===== src/rtl/rtc_pkg.sv =====
package rtc_pkg;

    localparam int ADR_W = 4;

    localparam logic [ADR_W-1:0] ADR_SEC   = 4'd0;
    localparam logic [ADR_W-1:0] ADR_MIN   = 4'd1;
    localparam logic [ADR_W-1:0] ADR_HOUR  = 4'd2;
    localparam logic [ADR_W-1:0] ADR_WDAY  = 4'd3;
    localparam logic [ADR_W-1:0] ADR_MDAY  = 4'd4;
    localparam logic [ADR_W-1:0] ADR_MONTH = 4'd5;
    localparam logic [ADR_W-1:0] ADR_YEAR  = 4'd6;
    localparam logic [ADR_W-1:0] ADR_CENT  = 4'd7;
    localparam logic [ADR_W-1:0] ADR_CTLA  = 4'd8;
    localparam logic [ADR_W-1:0] ADR_CTLB  = 4'd9;
    localparam logic [ADR_W-1:0] ADR_STAT  = 4'd10;

    localparam int B_SET = 7;
    localparam int B_BIN = 2;
    localparam int B_H24 = 1;

    localparam logic [6:0] CTLA_INIT = 7'h26;
    localparam logic [7:0] CTLB_INIT = 8'h02;
    localparam logic [7:0] STAT_VAL  = 8'h80;

    typedef struct packed {
        logic [7:0] sec;
        logic [7:0] minute;
        logic [7:0] hour;
        logic [7:0] wday;
        logic [7:0] mday;
        logic [7:0] month;
        logic [7:0] year;
        logic [7:0] cent;
    } cal_t;

    typedef struct packed {
        logic [6:0] a;
        logic [7:0] b;
    } ctl_t;

    localparam cal_t CAL_INIT = '{sec: 8'd0, minute: 8'd0, hour: 8'd0, wday: 8'd1,
                                  mday: 8'd1, month: 8'd1, year: 8'd0, cent: 8'd20};

    function automatic logic [7:0] to_bcd(input logic [7:0] v);
        return {4'(v / 8'd10), 4'(v % 8'd10)};
    endfunction

    function automatic logic [7:0] from_bcd(input logic [7:0] v);
        return (8'(v[7:4]) * 8'd10) + 8'(v[3:0]);
    endfunction

    function automatic logic [7:0] month_len(input logic [7:0] mon, input logic [7:0] yr);
        case (mon)
            8'd2:                    return (yr[1:0] == 2'b00) ? 8'd29 : 8'd28;
            8'd4, 8'd6, 8'd9, 8'd11: return 8'd30;
            default:                 return 8'd31;
        endcase
    endfunction

endpackage


===== src/rtl/rtc_divider.sv =====
module rtc_divider #(
    parameter int TICKS_PER_SEC = 32768,
    parameter int UIP_TICKS     = 8
) (
    input  logic clk,
    input  logic rst_n,
    input  logic tick_en,
    input  logic run,
    input  logic hold,
    input  logic load_half,
    input  logic restart,
    output logic uip,
    output logic sec_pulse
);
    localparam int CW = $clog2(TICKS_PER_SEC);
    localparam logic [CW-1:0] LAST      = CW'(TICKS_PER_SEC - 1);
    localparam logic [CW-1:0] HALF      = CW'(TICKS_PER_SEC / 2);
    localparam logic [CW-1:0] UIP_START = CW'(TICKS_PER_SEC - UIP_TICKS);

    typedef struct packed {
        logic [CW-1:0] cnt;
    } div_t;

    div_t st_d, st_q;

    always_comb begin
        st_d      = st_q;
        sec_pulse = 1'b0;
        if (load_half) begin
            st_d.cnt = HALF;
        end else if (hold || restart) begin
            st_d.cnt = '0;
        end else if (run && tick_en) begin
            if (st_q.cnt == LAST) begin
                st_d.cnt  = '0;
                sec_pulse = 1'b1;
            end else begin
                st_d.cnt = st_q.cnt + 1'b1;
            end
        end
        uip = run && (st_q.cnt >= UIP_START);
    end

    always_ff @(posedge clk or negedge rst_n) begin
        if (!rst_n) st_q <= '0;
        else        st_q <= st_d;
    end

    // no update unless the clock is allowed to run
    p_pulse_needs_run_r9: assert property (@(posedge clk) disable iff (!rst_n)
        sec_pulse |-> (run && tick_en));
    // the flag is up whenever an update fires
    p_uip_before_pulse_r11: assert property (@(posedge clk) disable iff (!rst_n)
        sec_pulse |-> uip);
    // stopped clock never shows the flag
    p_uip_only_running_r11: assert property (@(posedge clk) disable iff (!rst_n)
        !run |-> !uip);
    // restart begins a full second
    p_restart_zero_r8: assert property (@(posedge clk) disable iff (!rst_n)
        (restart && !load_half) |=> (st_q.cnt == '0));
endmodule


===== src/rtl/rtc_calendar.sv =====
module rtc_calendar (
    input  logic            clk,
    input  logic            rst_n,
    input  logic            advance,
    input  logic            wr_en,
    input  logic [3:0]      wr_sel,
    input  logic [7:0]      wr_val,
    output rtc_pkg::cal_t   cal
);
    import rtc_pkg::*;

    cal_t cal_d, cal_q;
    logic [7:0] mlen;

    always_comb begin
        cal_d = cal_q;
        mlen  = month_len(cal_q.month, cal_q.year);
        if (advance) begin
            if (cal_q.sec >= 8'd59) begin
                cal_d.sec = 8'd0;
                if (cal_q.minute >= 8'd59) begin
                    cal_d.minute = 8'd0;
                    if (cal_q.hour >= 8'd23) begin
                        cal_d.hour = 8'd0;
                        cal_d.wday = (cal_q.wday >= 8'd7) ? 8'd1 : cal_q.wday + 8'd1;
                        if (cal_q.mday >= mlen) begin
                            cal_d.mday = 8'd1;
                            if (cal_q.month >= 8'd12) begin
                                cal_d.month = 8'd1;
                                if (cal_q.year >= 8'd99) begin
                                    cal_d.year = 8'd0;
                                    cal_d.cent = (cal_q.cent >= 8'd99) ? 8'd0 : cal_q.cent + 8'd1;
                                end else begin
                                    cal_d.year = cal_q.year + 8'd1;
                                end
                            end else begin
                                cal_d.month = cal_q.month + 8'd1;
                            end
                        end else begin
                            cal_d.mday = cal_q.mday + 8'd1;
                        end
                    end else begin
                        cal_d.hour = cal_q.hour + 8'd1;
                    end
                end else begin
                    cal_d.minute = cal_q.minute + 8'd1;
                end
            end else begin
                cal_d.sec = cal_q.sec + 8'd1;
            end
        end
        if (wr_en) begin
            case (wr_sel)
                ADR_SEC:   cal_d.sec    = wr_val;
                ADR_MIN:   cal_d.minute = wr_val;
                ADR_HOUR:  cal_d.hour   = wr_val;
                ADR_WDAY:  cal_d.wday   = wr_val;
                ADR_MDAY:  cal_d.mday   = wr_val;
                ADR_MONTH: cal_d.month  = wr_val;
                ADR_YEAR:  cal_d.year   = wr_val;
                ADR_CENT:  cal_d.cent   = wr_val;
                default: ;
            endcase
        end
    end

    always_ff @(posedge clk or negedge rst_n) begin
        if (!rst_n) cal_q <= CAL_INIT;
        else        cal_q <= cal_d;
    end

    assign cal = cal_q;

    // one step per update
    p_sec_step_r4: assert property (@(posedge clk) disable iff (!rst_n)
        (advance && !wr_en && cal_q.sec < 8'd59) |=> (cal_q.sec == $past(cal_q.sec) + 8'd1));
    // nothing moves without an update or a write
    p_hold_r7: assert property (@(posedge clk) disable iff (!rst_n)
        (!advance && !wr_en) |=> $stable(cal_q));
    // leap-year February reaches day 29
    p_leap_r5: assert property (@(posedge clk) disable iff (!rst_n)
        (advance && !wr_en && cal_q.sec >= 8'd59 && cal_q.minute >= 8'd59 &&
         cal_q.hour >= 8'd23 && cal_q.month == 8'd2 && cal_q.mday == 8'd28 &&
         cal_q.year[1:0] == 2'b00) |=> (cal_q.mday == 8'd29));
endmodule


===== src/rtl/rtc_field_codec.sv =====
module rtc_field_codec (
    input  logic            bin_mode,
    input  logic            hour24,
    input  rtc_pkg::cal_t   cal,
    input  logic [3:0]      sel,
    input  logic [7:0]      wr_byte,
    output logic [7:0]      rd_byte,
    output logic [7:0]      wr_value
);
    import rtc_pkg::*;

    logic [7:0] h12;
    logic [7:0] h_enc;
    logic [7:0] w_low;
    logic [7:0] w_hr;

    function automatic logic [7:0] enc(input logic bm, input logic [7:0] v);
        return bm ? v : to_bcd(v);
    endfunction

    function automatic logic [7:0] dec(input logic bm, input logic [7:0] v);
        return bm ? v : from_bcd(v);
    endfunction

    always_comb begin
        h12   = ((cal.hour % 8'd12) == 8'd0) ? 8'd12 : (cal.hour % 8'd12);
        h_enc = hour24 ? enc(bin_mode, cal.hour)
                       : {(cal.hour >= 8'd12), enc(bin_mode, h12)[6:0]};
        case (sel)
            ADR_SEC:   rd_byte = enc(bin_mode, cal.sec);
            ADR_MIN:   rd_byte = enc(bin_mode, cal.minute);
            ADR_HOUR:  rd_byte = h_enc;
            ADR_WDAY:  rd_byte = enc(bin_mode, cal.wday);
            ADR_MDAY:  rd_byte = enc(bin_mode, cal.mday);
            ADR_MONTH: rd_byte = enc(bin_mode, cal.month);
            ADR_YEAR:  rd_byte = enc(bin_mode, cal.year);
            ADR_CENT:  rd_byte = enc(bin_mode, cal.cent);
            default:   rd_byte = 8'h00;
        endcase

        w_low = dec(bin_mode, {1'b0, wr_byte[6:0]});
        w_hr  = ((w_low == 8'd12) ? 8'd0 : w_low) + (wr_byte[7] ? 8'd12 : 8'd0);
        if (sel == ADR_HOUR && !hour24) wr_value = w_hr;
        else                            wr_value = dec(bin_mode, wr_byte);
    end
endmodule


===== src/rtl/rtc_timekeeper.sv =====
module rtc_timekeeper #(
    parameter int TICKS_PER_SEC = 32768,
    parameter int UIP_TICKS     = 8
) (
    input  logic       clk,
    input  logic       rst_n,
    input  logic       tick_en,
    input  logic [3:0] bus_addr,
    input  logic [7:0] bus_wdata,
    input  logic       bus_we,
    output logic [7:0] bus_rdata
);
    import rtc_pkg::*;

    ctl_t ctl_d, ctl_q;
    cal_t cal;
    logic wr_a, wr_b, wr_time;
    logic run, hold, load_half, restart;
    logic uip, sec_pulse;
    logic [7:0] time_rd, time_wr;

    always_comb begin
        ctl_d   = ctl_q;
        wr_a    = bus_we && (bus_addr == ADR_CTLA);
        wr_b    = bus_we && (bus_addr == ADR_CTLB);
        wr_time = bus_we && (bus_addr <= ADR_CENT);
        if (wr_a) ctl_d.a = bus_wdata[6:0];
        if (wr_b) ctl_d.b = bus_wdata;

        run       = !ctl_q.b[B_SET] && (ctl_q.a[6:4] <= 3'd2);
        hold      = (ctl_q.a[6:5] == 2'b11);
        load_half = wr_a && hold && (bus_wdata[6:4] <= 3'd2) && !ctl_q.b[B_SET];
        restart   = wr_b && ctl_q.b[B_SET] && !bus_wdata[B_SET] && (ctl_q.a[6:4] <= 3'd2);

        case (bus_addr)
            ADR_CTLA: bus_rdata = {uip, ctl_q.a};
            ADR_CTLB: bus_rdata = ctl_q.b;
            ADR_STAT: bus_rdata = STAT_VAL;
            default:  bus_rdata = time_rd;
        endcase
    end

    always_ff @(posedge clk or negedge rst_n) begin
        if (!rst_n) ctl_q <= '{a: CTLA_INIT, b: CTLB_INIT};
        else        ctl_q <= ctl_d;
    end

    rtc_divider #(
        .TICKS_PER_SEC(TICKS_PER_SEC),
        .UIP_TICKS    (UIP_TICKS)
    ) u_div (
        .clk      (clk),
        .rst_n    (rst_n),
        .tick_en  (tick_en),
        .run      (run),
        .hold     (hold),
        .load_half(load_half),
        .restart  (restart),
        .uip      (uip),
        .sec_pulse(sec_pulse)
    );

    rtc_field_codec u_codec (
        .bin_mode(ctl_q.b[B_BIN]),
        .hour24  (ctl_q.b[B_H24]),
        .cal     (cal),
        .sel     (bus_addr),
        .wr_byte (bus_wdata),
        .rd_byte (time_rd),
        .wr_value(time_wr)
    );

    rtc_calendar u_cal (
        .clk    (clk),
        .rst_n  (rst_n),
        .advance(sec_pulse),
        .wr_en  (wr_time),
        .wr_sel (bus_addr),
        .wr_val (time_wr),
        .cal    (cal)
    );

    // divider in reset keeps the flag low
    p_div_hold_uip_r10: assert property (@(posedge clk) disable iff (!rst_n)
        hold |-> !uip);
    // freeze blocks every update
    p_set_freeze_r7: assert property (@(posedge clk) disable iff (!rst_n)
        ctl_q.b[B_SET] |-> !sec_pulse);
    // status register never changes
    p_stat_const_r12: assert property (@(posedge clk) disable iff (!rst_n)
        (bus_addr == ADR_STAT) |-> (bus_rdata == STAT_VAL));
endmodule


===== config.mk =====
export PLATFORM = sky130hd
export DESIGN_NAME = rtc_timekeeper
export DESIGN_NICKNAME = d
export VERILOG_FILES = /design/src/rtl/rtc_pkg.sv /design/src/rtl/rtc_divider.sv /design/src/rtl/rtc_calendar.sv /design/src/rtl/rtc_field_codec.sv /design/src/rtl/rtc_timekeeper.sv
export SDC_FILE = /design/constraint.sdc
export NUM_CORES = 1
export LEC_CHECK = 0
export BUFFER_PORTS_ARGS = -buffer_cell sky130_fd_sc_hd__buf_2
export CORE_UTILIZATION = 30
export DETAILED_ROUTE_END_ITERATION = 10
export PLACE_DENSITY_LB_ADDON = 0.25
export SLEW_MARGIN = 20
export SYNTH_ARGS = -nofsm -noshare
export SYNTH_HDL_FRONTEND = slang
export SYNTH_HIERARCHICAL = 1
export SYNTH_SLANG_ARGS = --single-unit

===== constraint.sdc =====
create_clock -name clk -period 5.1 [get_ports clk]
set_input_delay 0.255 -clock clk [delete_from_list [all_inputs] [get_ports clk]]
set_output_delay 0.255 -clock clk [all_outputs]
set_load 0.01 [all_outputs]

==> flow_metrics.py <==
metrics = {
    "run_status": {
        "status": "complete, but fails checks",
        "violations": "negative hold slack",
    },
    "setup_path": {
        "worstPathCellList": "inv_1, ha_1, a21oi_1, a2111oi_1, o311ai_2, o211a_2, a211oi_2, xnor2_1, ha_1, nor3_1, xor2_1, a211oi_2, a2111o_1, a21oi_1, a21oi_1, buf_2",
        "cp_max_fo": 20,
        "critPathMaxStageDelay_ps": 700,
        "critical_path_class": "register to output pin",
        "crit_path_top_delay_cell": "dfrtp_1",
        "crit_top_cell": "a21oi_1",
        "crit_path_end_kind": "output pin",
        "cp.arrival_ps": 4460,
        "worstPathRequired_ps": 4850,
        "critPathLaunchType": "register",
    },
    "synth": {
        "syn_nets": 1704,
        "synth_top_area_frac": 0.175,
        "synth-edff-count": 0,
        "yosysUniqueCellTypes": 121,
        "yosysWarnings": 6,
        "netlist_area_mm2": 0.0121,
        "synth.avg_cell_area_um2": 7.37,
        "synth-main-ff-cell": "dfrtp_1",
        "synth_top_area_cell": "dfrtp_1",
        "synth_async_sr_flop_share": 1.00,
        "syn_inst": 1646,
        "yosysSeqAreaShare": 0.195,
        "ys_top_cells_by_area": "dfrtp_1 18%, a21oi_1 5.5%, nand2_1 4.9%",
        "ys_ff_latch": 94,
    },
    "final_layout": {
        "n_fill_cell": 4363,
        "final_common_cell": "nand2_1",
        "most-common-layout-cells": "159 x nand2_1, 133 x a21oi_1, 130 x nor2_1",
        "nets": 1645,
        "area_growth_pct": 6.27,
        "utilization": 0.324,
        "antenna_cells": 0,
        "drive_gt1_frac": 0.102,
    },
    "sta": {
        "skew_ps": 9.47,
        "setup_violations": 0,
        "max_freq_mhz": 212,
        "hold-worst-slack_ps": -25.3,
        "post-route-min-period_ps": 4710,
        "slew_violations": 0,
        "tightest_slew_ps": 1050,
        "timing.setup.tns_ps": 0,
        "maxSlewHeadroom": 0.294,
        "fin_ws_ps": 388,
        "hold_viol": 14,
        "fin_crit_sh": 0.924,
        "grt_setup_unrepaired": "false",
    },
    "grt": {
        "grt_pass1_vias": 11339,
        "grt_usage": 0.198,
        "grt_max_degree": 56,
        "antenna_found_initial": 0,
        "grt_pass1_wl_um": 65200,
        "overflow": 0,
    },
    "route": {
        "dr.pass1.iters": 9,
        "avgRoutedWirePerCell_um": 19.8,
        "drtIter0Drc": 1212,
        "drt_wl_total_um": 41900,
        "vias": 12691,
        "drc": 0,
        "vias_per_cell": 5.99,
        "drtAntennaViolNets": 0,
    },
    "cts": {
        "cts.sinks": 94,
        "cts_hold_buf": 0,
        "cts_root_buf": "clkbuf_16",
        "cts_inserted_buffers": 9,
        "htree_levels": 3,
        "clkLatencyLatePin_ps": 360,
        "clk_path_buf_depth": 2,
        "postCtsSetupBuffers": 0,
        "cts-resized-gates": 0,
        "cts_tree": "yes",
        "clkTransAtPathRegs_ps": 70,
    },
    "floorplanning": {
        "die-area_mm2": 0.0412,
        "die_height_um": 203,
        "core_mm2": 0.0398,
        "pin_count": 24,
        "fp.dieW_um": 203,
        "start_util": 0.305,
        "row_count": 73,
    },
    "placed_design": {
        "post-dp-hpwl_um": 30100,
        "dp_worst_setup_slack_ps": 852,
        "gp_congestion": 0.943,
        "portBuffers": 23,
    },
    "hold_path": {
        "hold_class": "primary input to async pin",
    },
    "power_and_ir_drop": {
        "cellLeakagePower_uw": 0.00481,
        "powerDensity_mw_per_mm2": 389,
        "irDropWorstVdd_mv": 0.170,
    },
    "flow_run": {
        "drv_cap": 0,
    },
}
-- worst paths after layout --
kind / endpoint / slack, ps / from / cells after the start
max: bus_rdata[3] / 390 / u_cal/cal[46] / 16
min: u_cal/cal[5] / -30 / rst_n / 1
max reg2reg: u_cal/cal[7] / 1360 / ctl_q[2] / 14
min reg2reg: ctl_q[5] / 510 / ctl_q[5] / 1
max in group asynchronous: ctl_q[2] / 4050 / rst_n / 2
min in group clk: ctl_q[9] / 210 / bus_wdata[1] / 2
-- report_power, final --
group / internal, uW / switching, uW / leakage (uW)
registers: 888 / 474 / 0.00114
logic: 1180 / 1770 / 0.00351
clock network: 391 / 309 / 0.000149
total: 2460 / 2550 / 0.00481
-- layout make-up --
class                      instances  area [um2]  share of cell area
multi-input combinational       1367        8990               0.698
sequential                        94        2360               0.183
tap                              525         657              0.0510
timing repair buffer              54         350              0.0272
clock buffer                      11         243              0.0188
inverter                          61         229              0.0178
clock inverter                     5        50.0             0.00388
-- flip-flops by register name, indices dropped and copies added, names as in the netlist --
name / flops
u_cal/cal: 64
u_div/st_q: 15
ctl_q: 15
-- critical path: cells and delay by family, from the launching register on --
| kind | cells | cell delay (ps) |
|---|---|---|
| AO/OA/AOI/OAI | 9 | 2060 |
| XOR/XNOR | 2 | 350 |
| adder cells (fa/ha/maj) | 2 | 440 |
| buffers and inverters | 2 | 310 |
| flip-flops | 1 | 700 |
| AND/OR/NAND/NOR | 1 | 230 |
-- per-layer routing --
metal / GRT usage / share of wire / up-vias
met1: 0.281 / 0.46 / 6101
met4: 0.0717 / 0.032 / 0
li1: - / - / 6093
met3: 0.0297 / 0.064 / 71
met2: 0.303 / 0.44 / 426
met5: 0 / 0 / -
-- synthesized netlist by cell type (9+ instances only) --
| master | n |
|---|---|
| nand4_1 | 21 |
| and2_1 | 15 |
| nor4b_1 | 11 |
| a21oi_1 | 133 |
| nor4_1 | 16 |
| nand2b_1 | 33 |
| ha_1 | 39 |
| nand3b_1 | 13 |
| nand3_1 | 58 |
| dfrtp_1 | 85 |
| a31oi_1 | 29 |
| nand2_1 | 159 |
| mux2i_1 | 17 |
| buf_2 | 26 |
| nor2b_1 | 37 |
| o21ai_1 | 23 |
| clkbuf_1 | 80 |
| o31ai_1 | 24 |
| or4_1 | 9 |
| o22ai_1 | 17 |
| o211ai_1 | 24 |
| nor3_1 | 48 |
| or3_1 | 10 |
| xnor2_1 | 25 |
| nor2_1 | 130 |
| a21o_1 | 11 |
| inv_1 | 60 |
| a22oi_1 | 30 |
| a211oi_1 | 17 |
| nor3b_1 | 11 |
| o21ai_0 | 101 |
| o221ai_1 | 14 |
| xor2_1 | 29 |
| mux2_2 | 21 |
| dfstp_2 | 9 |
| and3_1 | 14 |
-- per-stage QoR --
| stage | std cells | cell area (um2) | power [uW] |
|---|---|---|---|
| after floorplan | 1646 | 12100 | 3430 |
| after global placement | 2101 | 12600 | 4190 |
| after detailed placement | 2101 | 12600 | 4240 |
| after CTS | 2117 | 12900 | 4970 |
| after global routing | 2117 | 12900 | 5380 |
| final | 2117 | 12900 | 5010 |
-- cells by family after synthesis --
group           count (synthesis)  synth area share
mux                            40            0.0372
xor+xnor                       54            0.0390
simple gates                  649             0.286
flops                          94             0.195
buf+inv                       185            0.0639
fa+ha+maj                      49            0.0510
compound gates                575             0.328
No activity file was read; power rests on OpenSTA's default activity.
